$ cat src/rtl/lin_hdr_pkg.sv
package lin_hdr_pkg;
  localparam int unsigned BYTE_W = 8;
  localparam logic [BYTE_W-1:0] SYNC_BYTE = 8'h55;

  typedef enum logic [2:0] {
    ST_IDLE  = 3'd0,
    ST_BRK   = 3'd1,
    ST_DELIM = 3'd2,
    ST_SYNC  = 3'd3,
    ST_ID    = 3'd4
  } hdr_state_t;
endpackage

$ cat src/rtl/lin_brk_timer.sv
module lin_brk_timer #(
  parameter int unsigned CNT_W = 8
) (
  input  logic             clk,
  input  logic             rst,
  input  logic             load,
  input  logic [CNT_W-1:0] load_val,
  input  logic             run,
  input  logic             tick,
  output logic             underflow
);
  logic [CNT_W-1:0] cnt;

  // Underflow is the tick that finds the counter already at zero.
  assign underflow = run && tick && (cnt == '0);

  always_ff @(posedge clk) begin
    if (rst) begin
      cnt <= '0;
    end else if (load) begin
      cnt <= load_val;
    end else if (run && tick && (cnt != '0)) begin
      cnt <= cnt - 1'b1;
    end
  end
endmodule

$ cat src/rtl/lin_uart_tx.sv
module lin_uart_tx #(
  parameter int unsigned DATA_W = 8
) (
  input  logic              clk,
  input  logic              rst,
  input  logic              abort,
  input  logic              load,
  input  logic [DATA_W-1:0] data,
  input  logic              tick,
  output logic              txd,
  output logic              last
);
  localparam int unsigned FRAME_W = DATA_W + 2;
  localparam int unsigned LEFT_W  = $clog2(FRAME_W + 1);

  logic [FRAME_W-1:0] sh;
  logic [LEFT_W-1:0]  left;

  assign txd  = (left != '0) ? sh[0] : 1'b1;
  assign last = tick && (left == LEFT_W'(1));

  always_ff @(posedge clk) begin
    if (rst || abort) begin
      sh   <= '1;
      left <= '0;
    end else if (load) begin
      sh   <= {1'b1, data, 1'b0};
      left <= LEFT_W'(FRAME_W);
    end else if (tick && (left != '0)) begin
      sh   <= {1'b1, sh[FRAME_W-1:1]};
      left <= left - 1'b1;
    end
  end
endmodule

$ cat src/rtl/lin_hdr_master.sv
module lin_hdr_master
  import lin_hdr_pkg::*;
#(
  parameter int unsigned CNT_W = 8
) (
  input  logic              clk,
  input  logic              rst,
  input  logic              lin_en,
  input  logic              master,
  input  logic              irq_en,
  input  logic              start_wr,
  input  logic [CNT_W-1:0]  brk_reload,
  input  logic [BYTE_W-1:0] id_byte,
  input  logic              flag_clr,
  input  logic              irq_ack,
  input  logic              baud_tick,
  output logic              tx,
  output logic              brk_flag,
  output logic              irq_req,
  output logic              hdr_done
);
  hdr_state_t        state;
  logic              active;
  logic              start_ok;
  logic              brk_underflow;
  logic              uart_load;
  logic [BYTE_W-1:0] uart_data;
  logic              uart_txd;
  logic              uart_last;
  logic [BYTE_W-1:0] id_q;

  assign active   = lin_en && master;
  assign start_ok = active && start_wr && (state == ST_IDLE);

  lin_brk_timer #(.CNT_W(CNT_W)) u_timer (
    .clk       (clk),
    .rst       (rst),
    .load      (start_ok),
    .load_val  (brk_reload),
    .run       (active && (state == ST_BRK)),
    .tick      (baud_tick),
    .underflow (brk_underflow)
  );

  always_comb begin
    uart_load = 1'b0;
    uart_data = SYNC_BYTE;
    if (state == ST_DELIM && baud_tick) begin
      uart_load = 1'b1;
    end else if (state == ST_SYNC && uart_last) begin
      uart_load = 1'b1;
      uart_data = id_q;
    end
  end

  lin_uart_tx #(.DATA_W(BYTE_W)) u_uart (
    .clk   (clk),
    .rst   (rst),
    .abort (!active),
    .load  (uart_load && active),
    .data  (uart_data),
    .tick  (baud_tick),
    .txd   (uart_txd),
    .last  (uart_last)
  );

  always_ff @(posedge clk) begin
    if (rst || !active) begin
      state <= ST_IDLE;
    end else begin
      case (state)
        ST_IDLE:  if (start_ok)      state <= ST_BRK;
        ST_BRK:   if (brk_underflow) state <= ST_DELIM;
        ST_DELIM: if (baud_tick)     state <= ST_SYNC;
        ST_SYNC:  if (uart_last)     state <= ST_ID;
        ST_ID:    if (uart_last)     state <= ST_IDLE;
        default:                     state <= ST_IDLE;
      endcase
    end
  end

  always_ff @(posedge clk) begin
    if (rst) begin
      id_q     <= '0;
      hdr_done <= 1'b0;
      brk_flag <= 1'b0;
      irq_req  <= 1'b0;
    end else begin
      if (start_ok) id_q <= id_byte;
      hdr_done <= active && (state == ST_ID) && uart_last;
      if (brk_underflow)      brk_flag <= 1'b1;
      else if (flag_clr)      brk_flag <= 1'b0;
      if (brk_underflow && irq_en) irq_req <= 1'b1;
      else if (irq_ack)            irq_req <= 1'b0;
    end
  end

  assign tx = (state == ST_BRK) ? 1'b0 : uart_txd;
endmodule

$ cat config.mk
export PLATFORM = sky130hd
export DESIGN_NAME = lin_hdr_master
export DESIGN_NICKNAME = d
export VERILOG_FILES = /design/src/rtl/lin_hdr_pkg.sv /design/src/rtl/lin_brk_timer.sv /design/src/rtl/lin_uart_tx.sv /design/src/rtl/lin_hdr_master.sv
export SDC_FILE = /design/constraint.sdc
export NUM_CORES = 1
export LEC_CHECK = 0
export BUFFER_PORTS_ARGS = -buffer_cell sky130_fd_sc_hd__buf_2
export CAP_MARGIN = 20
export CORE_UTILIZATION = 59
export DETAILED_ROUTE_END_ITERATION = 10
export GPL_TIMING_DRIVEN = 0
export MAX_ROUTING_LAYER = met4
export PLACE_DENSITY_LB_ADDON = 0.3
export SLEW_MARGIN = 20
export SYNTH_ARGS = -nofsm -noshare
export SYNTH_HDL_FRONTEND = slang
export SYNTH_SLANG_ARGS = --single-unit
$ cat constraint.sdc
create_clock -name clk -period 3.9 [get_ports clk]
set_clock_uncertainty 0.15 [all_clocks]
set_input_delay 0.78 -clock clk [delete_from_list [all_inputs] [get_ports clk]]
set_output_delay 0.78 -clock clk [all_outputs]
set_load 0.02 [all_outputs]
==> metrics.txt, run 1 <==
Final Cell Area=1990 µm²; Final Hold Fails=0; core area=2780 µm²; most frequent cells after synthesis=dfxtp_1 (35), nand2_1 (25), a21oi_1 (20), nor2_1 (11), clkbuf_1 (9); startpoint type of the worst setup path=flip-flop; PwrDens=329 nW/µm²; Leak=0.731 nW; Net Count, Synth=231; CP arrival=1.71 ns; width of the chip=56.4 µm; initial antenna violation count=0; cell family with most CP delay=simple AND/OR/NAND/NOR gates; Fmax=379 MHz; switching part of the total=0.269; most instantiated library cell after synthesis=dfxtp_1; final global-route overflow total=0; P_int=0.000480 W; # rows=19; initial core utilization=0.628; Tot GR Track Use=0.266; Post-synth ARST share=0; Tcrit/Tclk final=0.676; Comb power frac=0.097; worst skew pair latency=0.35 ns; vias in the first global route=1399; port buffer count=28; Mapped Avg Cell Area=8.64 µm²; ranking of synthesized cells by area=dfxtp_1 (40%), a21oi_1 (5.7%), nand2_1 (5.4%); Buffers & Inverters on Critical Path=2; Post-DP Area=1920 µm²; CTS clk-pin slew, worst paths=0.11 ns; Max Fanout on Critical Path=5; Least-Margin Pin Slew=0.706 ns; share of layout cells above drive strength 1=0.189; cts hold-fix bufs=0; vias=1626; cell area after synthesis=1750 µm²; Max VDD drop=335 µV; number of synthesized flops with an enable pin=0; Worst Hold Class=reg2reg; H-tree Lvls=2; main flop type after synthesis=dfxtp_1; Antenna Violating Nets Remaining=0; largest net degree at the start of global routing=13; Setup Total Neg Slack=0 ns; # clock sinks=35; # Max-Cap Violations=0; # IOs=29; part of the Yosys area used for sequential elements=0.401; final cell count without fillers=269; Crit path largest cell delay=0.42 ns; DRT Wirelength=3830 µm; WP data required=2.97 ns; postcts setup bufs=0; outcome=finished, final reports clean; DP HPWL=2750 µm; Clk network pwr share=0.339; total number of yosys warnings=0; Slew Limit Fails=0; Clock Tree Buf Depth=2; Synth Register Bits=35; DRC=0; drt wl/cell=14.2 µm; Die Ht=56.4 µm; area leader, netlist=dfxtp_1; Netlist cell types=46; Placer Congestion=0.796; Synth Instances=202; DR iter-0 viols=71; dpl cells=261; Synth top area share=0.401; area delta synth->final=14.1%; RSZ-0062 raised after global routing=false; root cell of the clock tree=clkbuf_4; Psw=0.000176 W; Final setup viols=0; Total Power=0.000656 W; Final Net Count=266; CTS tree=done; DRT Pass-1 Iters=4; DR vias/cell=6.04; first-pass GRT wire length=6350 µm; Tmin final=2.64 ns; crit path kind=reg2out; ANT cells=0; Rel. slew slack=0.529; Critical Path End Type=output port; CP max-delay cell=or3b_1; CTS buffer count=5; Reg power frac=0.564; post-CTS resize count=0; full die area=3180 µm²; worst path cell trace=inv_1, ha_1, or3b_1, a21oi_1, buf_2
-- cells in the final DEF (no fill, tap or decap), types with 2 or more instances in the layout --
| cell type | n |
|---|---|
| dfxtp_1 | 35 |
| buf_2 | 29 |
| nand2_1 | 25 |
| a21oi_1 | 20 |
| nor2_1 | 11 |
| clkbuf_1 | 9 |
| inv_1 | 7 |
| nor3_1 | 7 |
| a31oi_1 | 7 |
| nand3_1 | 6 |
| o21ai_1 | 6 |
| clkbuf_4 | 5 |
| o21ai_0 | 4 |
| a2bb2oi_1 | 4 |
| a211oi_1 | 4 |
| ha_1 | 4 |
| or3b_1 | 3 |
| nand2b_1 | 3 |
| nand4b_1 | 3 |
| nor4_1 | 3 |
| xor2_1 | 3 |
| or4_1 | 3 |
| a311oi_1 | 3 |
| and4b_1 | 2 |
| and2_1 | 2 |
| xnor2_1 | 2 |
| nand3b_1 | 2 |
| and4_1 | 2 |
| or3_1 | 2 |
| o31ai_1 | 2 |
-- worst paths after layout --
kind / slack (ns) / startpoint / cells past startpoint / to
max: 1.26 / u_uart.left[0] / 5 / tx
min: 0.31 / id_q[6] / 2 / id_q[6]
max reg2reg: 1.67 / u_uart.left[0] / 5 / u_uart.sh[8]
min reg2reg: 0.31 / id_q[6] / 2 / id_q[6]
-- worst min-delay path: cells and delay by family, from the launching register on --
family	cells	cell delay, ns
and+or+nand+nor	1	0.05
DFF	1	0.33
AOI/OAI and AO/OA	1	0.05
-- cell families after synthesis --
kind of cell | share of synthesized area
and+or+nand+nor | 0.257
AOI/OAI and AO/OA | 0.232
DFF | 0.401
buffers and inverters | 0.0416
xor gates and xnor gates | 0.0251
adders and majority gates | 0.0287
muxes | 0.0143
-- layout make-up --
type	count	area (µm²)
Clock buffer	6	51.3
Fill cell	224	790
Sequential cell	35	701
Timing Repair Buffer	28	140
Buffer	11	46.3
Multi-Input combinational cell	149	972
Tap cell	31	38.8
Clock inverter	2	16.3
Inverter	7	26.3
-- power groups by stage --
stage / logic, W / clock network (W) / registers, W
global placement: 0.0000601 / 0 / 0.000378
floorplan: 0.0000393 / 0 / 0.000377
global route: 0.0000704 / 0.000244 / 0.000372
detailed placement: 0.0000627 / 0 / 0.000378
CTS: 0.0000631 / 0.000224 / 0.000370
finish: 0.0000636 / 0.000222 / 0.000370
-- sequential cells by signal, indices dropped and copies added (netlist names) --
register and flops:
brk_flag 1, hdr_done 1, id_q 8, irq_req 1, state 3, u_timer.cnt 8, u_uart.left 4, u_uart.sh 9
-- per-layer routing --
metal	wire, µm	share of wire	vias up	GRT usage
met5	0	0	-	-
met4	47	0.012	0	0.101
met3	202	0.053	6	0.0714
met2	1790	0.47	41	0.403
met1	1790	0.47	760	0.341
li1	-	-	819	-
-- stage by stage --
step                utilization  hold WS (ns)  worst slack, ns
floorplan                     -         0.287             1.66
detailed placement        0.692         0.298             1.49
global placement          0.692         0.299             1.57
finish                    0.716         0.314             1.26
CTS                       0.716         0.316             1.25
global route              0.716         0.331             1.17
No activity file was read; power rests on OpenSTA's default activity.
==> run 2: changes to the inputs <==
--- a/config.mk
+++ b/config.mk
@@ -7,7 +7,7 @@
 export LEC_CHECK = 0
 export BUFFER_PORTS_ARGS = -buffer_cell sky130_fd_sc_hd__buf_2
 export CAP_MARGIN = 20
-export CORE_UTILIZATION = 59
+export CORE_UTILIZATION = 50
 export DETAILED_ROUTE_END_ITERATION = 10
 export GPL_TIMING_DRIVEN = 0
 export MAX_ROUTING_LAYER = met4
==> constraint.sdc (replaced) <==
create_clock -name clk -period 2.2 [get_ports clk]
set_clock_uncertainty 0.15 [all_clocks]
set_input_delay 0.44 -clock clk [delete_from_list [all_inputs] [get_ports clk]]
set_output_delay 0.44 -clock clk [all_outputs]
set_load 0.02 [all_outputs]
==> metrics.txt, run 2 (synthesis results as in run 1) <==
outcome=finished, final reports clean; # Max-Cap Violations=0; Clock Tree Buf Depth=2; Critical Path Stages=5; DP HPWL=2720 µm; initial antenna violation count=0; most frequent cells in the layout=dfxtp_1 (33), buf_2 (28), nand2_1 (25), a21oi_1 (19), nor2_1 (11); root cell of the clock tree=clkbuf_4; DR vias/cell=5.53; Total Power=0.00121 W; # IOs=29; vias in the first global route=1367; post-layout util=0.629; leading cell type in the layout, fill and taps excluded=dfxtp_1; final global-route overflow total=0; Crit path largest cell delay=0.39 ns; area delta synth->final=20.2%; Rel. slew slack=0.656; CP max-delay cell=or3b_4; DRC=0; CTS buffer count=5; first-pass GRT wire length=6490 µm; share of layout cells above drive strength 1=0.237; largest reg by FF count=u_uart.sh; Leak=0.768 nW; Worst Hold Class=in2reg; core area=3340 µm²; DRT Pass-1 Iters=4; Hold Path Stages=3; Antenna Violating Nets Remaining=0; P_int=0.000928 W; worst skew pair latency=0.35 ns; Psw=0.000286 W; drt wl/cell=13.6 µm; Max VDD drop=356 µV; vias=1586; CP startpoint=u_uart.left[1]; switching part of the total=0.236; hold_ws=0.176 ns; WP data required=1.61 ns; Tmin final=2.17 ns; Comb power frac=0.093; RR Startpoint=u_uart.left[1]; CP endpoint=tx; Final Net Count=270; # rows=21; Final setup viols=0; CTS clk-pin slew, worst paths=0.11 ns; CTS tree=done; # fillers=317; DRT Wirelength=3910 µm; Slew Limit Fails=0; # clock sinks=35; Max Fanout on Critical Path=3; Placer Congestion=0.789; number of flip-flops in the largest register=9; path depth of the worst reg2reg path=6; Least-Margin Pin Slew=0.516 ns; Tcrit/Tclk final=0.988; worst path cell trace=inv_2, ha_4, or3b_4, a21oi_2, buf_6; ANT cells=0; full die area=3730 µm²; reg2reg setup slack=0.12 ns; Final Hold Fails=0; CP arrival=1.58 ns; Buffers & Inverters on Critical Path=2; Clk network pwr share=0.367; port buffer count=28; PwrDens=578 nW/µm²; largest net degree at the start of global routing=11; H-tree Lvls=2; Reg power frac=0.539; cell family with most CP delay=simple AND/OR/NAND/NOR gates; crit path kind=reg2out; initial core utilization=0.523; cts hold-fix bufs=0; Top Registers=u_uart.sh x9, id_q x8, u_timer.cnt x8; Tot GR Track Use=0.248; startpoint type of the worst setup path=flip-flop; width of the chip=61.1 µm; capture point of the worst reg-to-reg path=u_uart.sh[1]; DR iter-0 viols=106; RSZ-0062 raised after global routing=true; Die Ht=61.1 µm; Fmax=460 MHz; Critical Path End Type=output port
run 2: timing repair:
item	4_1_cts	5_1_grt
endpoints found under the setup margin	5	8
pin swaps	1	3
setup buffers	0	5
gates resized for setup	6	9
run 2: metal layers:
layer  GRT usage  part of all wire
met4      0.0877             0.014
met3      0.0693             0.046
met2       0.360              0.45
met1       0.329              0.49
met5           -                 0
run 2: final cells by class:
class                      instances  area [µm²]  area share
multi-input combinational        149        1010       0.481
sequential                        35         706       0.336
timing repair buffer              33         184      0.0877
tap                               46        57.6      0.0274
buffer                            10        43.8      0.0209
clock buffer                       6        41.3      0.0197
clock inverter                     1        30.0      0.0143
inverter                           7        26.3      0.0125
run 2: worst reg2reg max path: stages (launching register included):
cell	delay, ns
dfxtp_2	0.35
inv_2	0.08
ha_1	0.16
or3b_1	0.43
a2111o_1	0.51
a31oi_1	0.21
o21ai_1	0.09
run 2: through the flow:
step	area, µm²	instances	setup TNS (ns)	setup slack, ns
6_report	2100	287	0	0.0272
5_1_grt	2100	287	-0.0352	-0.0352
4_1_cts	2030	282	-0.00533	-0.00533
3_5_place_dp	1940	276	-0.0163	-0.0163
3_3_place_gp	1940	276	-0.0163	-0.0163
2_1_floorplan	1750	202	0	0.217
run 2: worst min path at each step:
stage,start,endpoint,slack [ns]
after global placement,id_q[1],id_q[1],0.30
after floorplan,id_q[7],id_q[7],0.29
after detailed placement,id_q[6],id_q[6],0.30
after global routing,id_byte[5],id_q[5],0.16
final,id_byte[5],id_q[5],0.18
after CTS,id_byte[2],id_q[2],0.17
run 2: power groups by stage:
| stage | logic [W] | clock network [W] | registers (W) |
|---|---|---|---|
| after floorplan | 0.0000697 | 0 | 0.000668 |
| after global placement | 0.000107 | 0 | 0.000670 |
| after detailed placement | 0.000109 | 0 | 0.000670 |
| after CTS | 0.000111 | 0.000461 | 0.000656 |
| after global routing | 0.000127 | 0.000487 | 0.000657 |
| final | 0.000113 | 0.000446 | 0.000655 |
